File: config.mk
export PLATFORM = sky130hd
export DESIGN_NAME = ctx_seq
export DESIGN_NICKNAME = d
export VERILOG_FILES = /design/src/rtl/seq_pkg.sv /design/src/rtl/ctx_mem.sv /design/src/rtl/loop_stack.sv /design/src/rtl/seq_decode.sv /design/src/rtl/ctx_seq.sv
export SDC_FILE = /design/constraint.sdc
export NUM_CORES = 1
export LEC_CHECK = 0
export ABC_AREA = 1
export BUFFER_PORTS_ARGS = -buffer_cell sky130_fd_sc_hd__buf_2
export CAP_MARGIN = 10
export CELL_PAD_IN_SITES_DETAIL_PLACEMENT = 0
export CELL_PAD_IN_SITES_GLOBAL_PLACEMENT = 2
export CORE_UTILIZATION = 35
export DETAILED_ROUTE_END_ITERATION = 8
export PLACE_DENSITY_LB_ADDON = 0.1
export SLEW_MARGIN = 10
export SYNTH_ARGS = -nofsm -noshare
export SYNTH_HDL_FRONTEND = slang
export SYNTH_SLANG_ARGS = --single-unit
File: constraint.sdc
create_clock -name clk -period 4.8 [get_ports clk]
set_input_delay 0.24 -clock clk [delete_from_list [all_inputs] [get_ports clk]]
set_output_delay 0.24 -clock clk [all_outputs]
set_load 0.02 [all_outputs]
File: src/rtl/seq_pkg.sv
package seq_pkg;

   localparam int OP_W = 3;

   typedef enum logic [OP_W-1:0] {
      OP_PLAIN  = 3'd0,
      OP_JMP_HI = 3'd1,
      OP_JMP_LO = 3'd2,
      OP_LOPEN  = 3'd3,
      OP_LCLOSE = 3'd4,
      OP_STOP   = 3'd5,
      OP_SPARE6 = 3'd6,
      OP_SPARE7 = 3'd7
   } seq_op_e;

   typedef enum logic {
      ST_IDLE = 1'b0,
      ST_RUN  = 1'b1
   } seq_state_e;

endpackage

File: src/rtl/ctx_mem.sv
module ctx_mem #(
   parameter int DEPTH = 16,
   parameter int W     = 43,
   localparam int AW   = $clog2(DEPTH)
) (
   input  logic          clk,
   input  logic          rst_n,
   input  logic          busy_i,
   input  logic          we,
   input  logic [AW-1:0] waddr,
   input  logic [W-1:0]  wdata,
   input  logic [AW-1:0] raddr,
   output logic [W-1:0]  rdata
);

   logic [W-1:0] mem_q [DEPTH];

   always_ff @(posedge clk) begin
      if (we) mem_q[waddr] <= wdata;
   end

   assign rdata = mem_q[raddr];

   // program words cannot change under a running program
   property p_frozen_while_busy;
      @(posedge clk) disable iff (!rst_n)
         (busy_i && $past(busy_i) && raddr == $past(raddr)) |-> (rdata == $past(rdata));
   endproperty
   assert_frozen_while_busy_R2: assert property (p_frozen_while_busy);

endmodule

File: src/rtl/loop_stack.sv
module loop_stack #(
   parameter int NEST   = 2,
   parameter int CNT_W  = 6,
   parameter int ADDR_W = 4,
   localparam int DW    = $clog2(NEST + 1)
) (
   input  logic              clk,
   input  logic              rst_n,
   input  logic              clr,
   input  logic              push,
   input  logic [CNT_W-1:0]  push_cnt,
   input  logic [ADDR_W-1:0] push_addr,
   input  logic              dec,
   input  logic              pop,
   output logic [CNT_W-1:0]  top_cnt,
   output logic [ADDR_W-1:0] top_addr,
   output logic              empty,
   output logic              full
);

   logic [DW-1:0]     depth_q;
   logic [CNT_W-1:0]  cnt_q [NEST];
   logic [ADDR_W-1:0] adr_q [NEST];
   logic              push_ok;

   assign empty   = (depth_q == '0);
   assign full    = (depth_q == DW'(NEST));
   assign push_ok = push && !full && !clr;

   always_ff @(posedge clk) begin
      if (!rst_n)                depth_q <= '0;
      else if (clr)              depth_q <= '0;
      else if (push_ok)          depth_q <= depth_q + DW'(1);
      else if (pop && !empty)    depth_q <= depth_q - DW'(1);
   end

   generate
      for (genvar gi = 0; gi < NEST; gi++) begin : g_level
         always_ff @(posedge clk) begin
            if (!rst_n) begin
               cnt_q[gi] <= '0;
               adr_q[gi] <= '0;
            end else if (push_ok && depth_q == DW'(gi)) begin
               cnt_q[gi] <= push_cnt;
               adr_q[gi] <= push_addr;
            end else if (dec && !clr && depth_q == DW'(gi + 1)) begin
               cnt_q[gi] <= cnt_q[gi] - CNT_W'(1);
            end
         end
      end
   endgenerate

   always_comb begin
      top_cnt  = '0;
      top_addr = '0;
      for (int i = 0; i < NEST; i++) begin
         if (depth_q == DW'(i + 1)) begin
            top_cnt  = cnt_q[i];
            top_addr = adr_q[i];
         end
      end
   end

   // an accepted push adds exactly one level
   property p_push_grows;
      @(posedge clk) disable iff (!rst_n)
         (push && !full && !clr) |=> (depth_q == $past(depth_q) + DW'(1));
   endproperty
   assert_push_grows_R6: assert property (p_push_grows);

   // a decrement leaves the level count alone and lowers the top count
   property p_dec_in_place;
      @(posedge clk) disable iff (!rst_n)
         (dec && !clr && !empty) |=> (depth_q == $past(depth_q)) && (top_cnt == $past(top_cnt) - CNT_W'(1));
   endproperty
   assert_dec_in_place_R6: assert property (p_dec_in_place);

   // a push into a full stack is dropped
   property p_full_drop;
      @(posedge clk) disable iff (!rst_n)
         (push && full && !clr) |=> (depth_q == $past(depth_q));
   endproperty
   assert_full_drop_R7: assert property (p_full_drop);

endmodule

File: src/rtl/seq_decode.sv
module seq_decode
   import seq_pkg::*;
#(
   parameter int ADDR_W = 4,
   parameter int CNT_W  = 6
) (
   input  logic              running,
   input  seq_op_e           op,
   input  logic              cond,
   input  logic [ADDR_W-1:0] pc,
   input  logic [ADDR_W-1:0] tgt,
   input  logic              stk_empty,
   input  logic [CNT_W-1:0]  top_cnt,
   input  logic [ADDR_W-1:0] top_addr,
   output logic [ADDR_W-1:0] nxt_pc,
   output logic [ADDR_W-1:0] seq_pc,
   output logic              issue,
   output logic              halt,
   output logic              push,
   output logic              dec,
   output logic              pop
);

   assign seq_pc = pc + ADDR_W'(1);

   always_comb begin
      nxt_pc = seq_pc;
      issue  = 1'b0;
      halt   = 1'b0;
      push   = 1'b0;
      dec    = 1'b0;
      pop    = 1'b0;
      if (running) begin
         issue = (op != OP_STOP);
         unique case (op)
            OP_JMP_HI: if (cond)  nxt_pc = tgt;
            OP_JMP_LO: if (!cond) nxt_pc = tgt;
            OP_LOPEN:  push = 1'b1;
            OP_LCLOSE: begin
               if (!stk_empty) begin
                  if (top_cnt <= CNT_W'(1)) begin
                     pop = 1'b1;
                  end else begin
                     dec    = 1'b1;
                     nxt_pc = top_addr;
                  end
               end
            end
            OP_STOP:   halt = 1'b1;
            default:   nxt_pc = seq_pc;
         endcase
      end
   end

endmodule

File: src/rtl/ctx_seq.sv
module ctx_seq
   import seq_pkg::*;
#(
   parameter int DEPTH  = 16,
   parameter int RF_W   = 12,
   parameter int DPU_W  = 10,
   parameter int SW_W   = 8,
   parameter int CNT_W  = 6,
   parameter int NEST   = 2,
   localparam int ADDR_W = $clog2(DEPTH),
   localparam int SW_LO  = 0,
   localparam int DPU_LO = SW_LO + SW_W,
   localparam int RF_LO  = DPU_LO + DPU_W,
   localparam int CNT_LO = RF_LO + RF_W,
   localparam int TGT_LO = CNT_LO + CNT_W,
   localparam int OP_LO  = TGT_LO + ADDR_W,
   localparam int INS_W  = OP_LO + OP_W
) (
   input  logic              clk,
   input  logic              rst_n,
   input  logic              start,
   input  logic              cond,
   input  logic              cfg_we,
   input  logic [ADDR_W-1:0] cfg_addr,
   input  logic [INS_W-1:0]  cfg_data,
   output logic [RF_W-1:0]   rf_ctrl,
   output logic [DPU_W-1:0]  dpu_ctrl,
   output logic [SW_W-1:0]   sw_ctrl,
   output logic              ctrl_valid,
   output logic              done
);

   generate
      if (DEPTH < 2 || DEPTH != (1 << ADDR_W)) begin : g_bad_depth
         $error("ctx_seq: DEPTH must be a power of two of at least 2");
      end
      if (NEST < 1) begin : g_bad_nest
         $error("ctx_seq: NEST must be at least 1");
      end
      if (CNT_W < 1 || RF_W < 1 || DPU_W < 1 || SW_W < 1) begin : g_bad_width
         $error("ctx_seq: field widths must be positive");
      end
   endgenerate

   seq_state_e        state_q;
   logic [ADDR_W-1:0] pc_q;
   logic [INS_W-1:0]  ins;
   seq_op_e           op;
   logic              running;
   logic              mem_we;

   logic [ADDR_W-1:0] nxt_pc, seq_pc, top_addr;
   logic [CNT_W-1:0]  top_cnt;
   logic              issue, halt, push, dec, pop, stk_empty, stk_full;

   assign running = (state_q == ST_RUN);
   assign mem_we  = cfg_we && !running;
   assign op      = seq_op_e'(ins[OP_LO +: OP_W]);

   ctx_mem #(.DEPTH(DEPTH), .W(INS_W)) u_mem (
      .clk    (clk),
      .rst_n  (rst_n),
      .busy_i (running),
      .we     (mem_we),
      .waddr  (cfg_addr),
      .wdata  (cfg_data),
      .raddr  (pc_q),
      .rdata  (ins)
   );

   seq_decode #(.ADDR_W(ADDR_W), .CNT_W(CNT_W)) u_dec (
      .running   (running),
      .op        (op),
      .cond      (cond),
      .pc        (pc_q),
      .tgt       (ins[TGT_LO +: ADDR_W]),
      .stk_empty (stk_empty),
      .top_cnt   (top_cnt),
      .top_addr  (top_addr),
      .nxt_pc    (nxt_pc),
      .seq_pc    (seq_pc),
      .issue     (issue),
      .halt      (halt),
      .push      (push),
      .dec       (dec),
      .pop       (pop)
   );

   loop_stack #(.NEST(NEST), .CNT_W(CNT_W), .ADDR_W(ADDR_W)) u_stk (
      .clk       (clk),
      .rst_n     (rst_n),
      .clr       (!running),
      .push      (push),
      .push_cnt  (ins[CNT_LO +: CNT_W]),
      .push_addr (seq_pc),
      .dec       (dec),
      .pop       (pop),
      .top_cnt   (top_cnt),
      .top_addr  (top_addr),
      .empty     (stk_empty),
      .full      (stk_full)
   );

   always_ff @(posedge clk) begin
      if (!rst_n) begin
         state_q    <= ST_IDLE;
         pc_q       <= '0;
         rf_ctrl    <= '0;
         dpu_ctrl   <= '0;
         sw_ctrl    <= '0;
         ctrl_valid <= 1'b0;
         done       <= 1'b0;
      end else begin
         ctrl_valid <= issue;
         done       <= halt;
         rf_ctrl    <= issue ? ins[RF_LO +: RF_W]   : '0;
         dpu_ctrl   <= issue ? ins[DPU_LO +: DPU_W] : '0;
         sw_ctrl    <= issue ? ins[SW_LO +: SW_W]   : '0;
         if (!running) begin
            if (start) begin
               state_q <= ST_RUN;
               pc_q    <= '0;
            end
         end else if (halt) begin
            state_q <= ST_IDLE;
         end else begin
            pc_q <= nxt_pc;
         end
      end
   end

   // done lasts one cycle
   property p_done_pulse;
      @(posedge clk) disable iff (!rst_n) done |=> !done;
   endproperty
   assert_done_pulse_R8: assert property (p_done_pulse);

   // after a halt no control word follows in the next cycle
   property p_halt_quiet;
      @(posedge clk) disable iff (!rst_n) done |=> !ctrl_valid;
   endproperty
   assert_halt_quiet_R8: assert property (p_halt_quiet);

   // a halt never issues words
   property p_excl;
      @(posedge clk) disable iff (!rst_n) !(done && ctrl_valid);
   endproperty
   assert_excl_R8: assert property (p_excl);

   // issued words only come from a running sequencer
   property p_valid_from_run;
      @(posedge clk) disable iff (!rst_n) ctrl_valid |-> $past(running);
   endproperty
   assert_valid_from_run_R3: assert property (p_valid_from_run);

   // idle words are zero
   property p_idle_zero;
      @(posedge clk) disable iff (!rst_n)
         !ctrl_valid |-> (rf_ctrl == '0 && dpu_ctrl == '0 && sw_ctrl == '0);
   endproperty
   assert_idle_zero_R1: assert property (p_idle_zero);

   // a loop open into a full stack leaves the top count unchanged
   property p_full_keep;
      @(posedge clk) disable iff (!rst_n)
         (push && stk_full) |=> (top_cnt == $past(top_cnt));
   endproperty
   assert_full_keep_R7: assert property (p_full_keep);

endmodule

==> flow_summary.json <==
{
  "drtPass1Iterations": 5,
  "crit_path_max_fanout": 108,
  "yosys_warnings": 0,
  "rsz0062_at_grt": "false",
  "drt_iter0_drc": 1329,
  "start_util": 0.3536,
  "gp_congestion": 0.7344,
  "synth_edf_count": 708,
  "grt_overflow": 0,
  "avgSynthCellArea_sq_um": 12.98,
  "ys_ff_latch": 751,
  "cts_root_buffer": "clkbuf_16",
  "post-route-min-period_ps": 3514,
  "dieArea_sq_mm": 0.08559,
  "syn_inst": 2277,
  "io_pins": 84,
  "syn_nets": 2335,
  "drtAntennaViolNets": 0,
  "cts_buffers": 85,
  "skew_ps": 15.29,
  "synth_area_leaders": "edfxtp_1 (72%), o21ai_0 (5.3%), nor2_1 (4.8%)",
  "drc_errors": 0,
  "antenna_found_initial": 2,
  "synth_commonest_cells": "edfxtp_1 (708), nor2_1 (377), o21ai_0 (310)",
  "slew_headroom": 0.2166,
  "cp-end-kind": "flop",
  "port_buffers": 83,
  "rows": 106,
  "vias_per_cell": 5.234,
  "clock.fmax_mhz": 284.6,
  "finalSetupViolations": 0,
  "min_path_type": "primary input to flop",
  "cts.clk_slew.worst_paths_ps": 60,
  "area_growth_pct": 15.88,
  "vdd_drop_max_v": 0.0004527,
  "hold_viol_final": 0,
  "tightest_slew_ps": 1175,
  "grt_pass1_wl_mm": 124.1,
  "worst_slack_ps": 1286,
  "fin_util": 0.4098,
  "finalNetCount": 2439,
  "coreArea_sq_mm": 0.08356,
  "clk_latency_ps": 620,
  "worst_setup_path_start_kind": "flop",
  "drive_gt1_frac": 0.1203,
  "die_x_um": 292.6,
  "fillerInstances": 7803,
  "fin_crit_sh": 0.7320,
  "drv_cap": 0,
  "status": "finished clean",
  "cellLeakagePower_nw": 11.61,
  "synth_top_area_frac": 0.7195,
  "die_y_um": 292.6,
  "grt_pass1_vias": 18439,
  "post-place-ws_ps": 1241,
  "required_ps": 5250,
  "grt_usage": 0.1957,
  "synth.most_common_cell": "edfxtp_1",
  "dp_hpwl_mm": 40.90,
  "dr_total_vias": 18498,
  "routedWlPerCell_um": 23.59,
  "critPathKind": "flop to flop",
  "grt_max_degree": 172,
  "synth_cell_types": 34,
  "slew_violations": 0,
  "yosys.area.top_type": "edfxtp_1",
  "async_flop_share": 0,
  "cts_num_sinks": 751,
  "tns_ps": 0,
  "h-tree-depth": 3,
  "cts_tree": "yes",
  "synthFlopType": "edfxtp_1",
  "wl_mm": 83.38,
  "synth_seq_area_share": 0.7486,
  "arrival_ps": 3970,
  "synth_area_sq_mm": 0.02955,
  "p_per_area_mw_per_mm2": 522.0,
  "clockBufferDepth": 3
}
## final cells by class
cell class,count,area [sq um],share of cell area
repair buffers,164,1171,0.03420
clock buffers,118,2376,0.06939
clock inverters,41,359.1,0.01049
flip-flops and latches,751,22130,0.6464
well taps,1080,1351,0.03947
diodes,1,2.502,0.00007308
multi-input cells,1302,6545,0.1911
inverters,77,301.5,0.008807
## layout by cell type (no fill, tap or decap), types with 51 or more instances in the layout
cell and count:
inv_1 67, edfxtp_1 708, o22ai_1 51, clkbuf_16 89, o21ai_0 310, buf_2 83, o221ai_1 100, nand2_1 207
nand3_1 150, nor2_1 369
## flip-flops by register name (all words and copies together), names as in the netlist, named ones only
signal / flops
ctrl_valid: 1
u_stk.adr_q: 8
sw_ctrl: 8
u_stk.depth_q: 2
pc_q: 4
u_mem.mem_q: 688
dpu_ctrl: 10
rf_ctrl: 12
u_stk.cnt_q: 12
done: 1
running: 1
## where the power goes
part           internal, W  switching, W
clock network      0.00378       0.00258
registers          0.00737      0.000129
logic              0.00112       0.00289
total               0.0123       0.00560
## worst max-delay path, stage by stage, from the launching register on
cell and delay (ps):
dfxtp_4 520, buf_4 770, buf_4 970, o21ai_0 220
o221ai_1 250, o211ai_1 120, nand2_1 140, inv_1 70
o22ai_1 150
## metrics by stage
| step | cell area (sq um) | std cells | power [W] | hold slack, ps |
|---|---|---|---|---|
| 2_1_floorplan | 29550 | 2277 | 0.01026 | 338.9 |
| 3_3_place_gp | 31110 | 3335 | 0.01169 | 476.7 |
| 3_5_place_dp | 31110 | 3335 | 0.01170 | 488.6 |
| 4_1_cts | 34240 | 3533 | 0.01813 | 1.005 |
| 5_1_grt | 34240 | 3534 | 0.01877 | 15.17 |
| 6_report | 34240 | 3534 | 0.01787 | 32.39 |
## cells by family (layout without fill, tap and decap cells)
family / after synthesis / count (layout) / share of synthesized area
adders and majority gates: 6 / 6 / 0.002541
buffers and inverters: 224 / 400 / 0.03324
DFF: 751 / 751 / 0.7486
AOI/OAI and AO/OA: 520 / 520 / 0.1039
xor gates and xnor gates: 10 / 10 / 0.002964
and+or+nand+nor: 766 / 766 / 0.1087
other: 0 / 1 / 0
## per-layer routing
metal,track usage,wire (um),vias up
met5,0,0,-
met4,0.04993,1438,0
met3,0.02436,3046,100
met2,0.3262,40430,376
met1,0.2705,38460,9416
li1,-,-,8606
## worst paths after layout
path                                      start                               to  slack, ps  depth (start not counted)
setup / recovery                           flop  u_stk.cnt_q[1][0]$_SDFFCE_PN0P_       1290                          8
hold / removal                     cfg_data[23]    u_mem.mem_q[15][23]$_DFFE_PP_         30                          1
setup reg to reg                           flop  u_stk.cnt_q[1][0]$_SDFFCE_PN0P_       1290                          8
hold reg to reg   u_stk.depth_q[0]$_SDFFE_PN0P_    u_stk.depth_q[0]$_SDFFE_PN0P_        500                          2
## repair_timing
| item | in CTS | in global routing |
|---|---|---|
| endpoints found under the hold margin | 602 | 0 |
| resized for setup | 0 | 0 |
| setup buffers | 0 | 0 |
| hold buffers | 39 | 0 |
(Power assumes the default switching activity.)
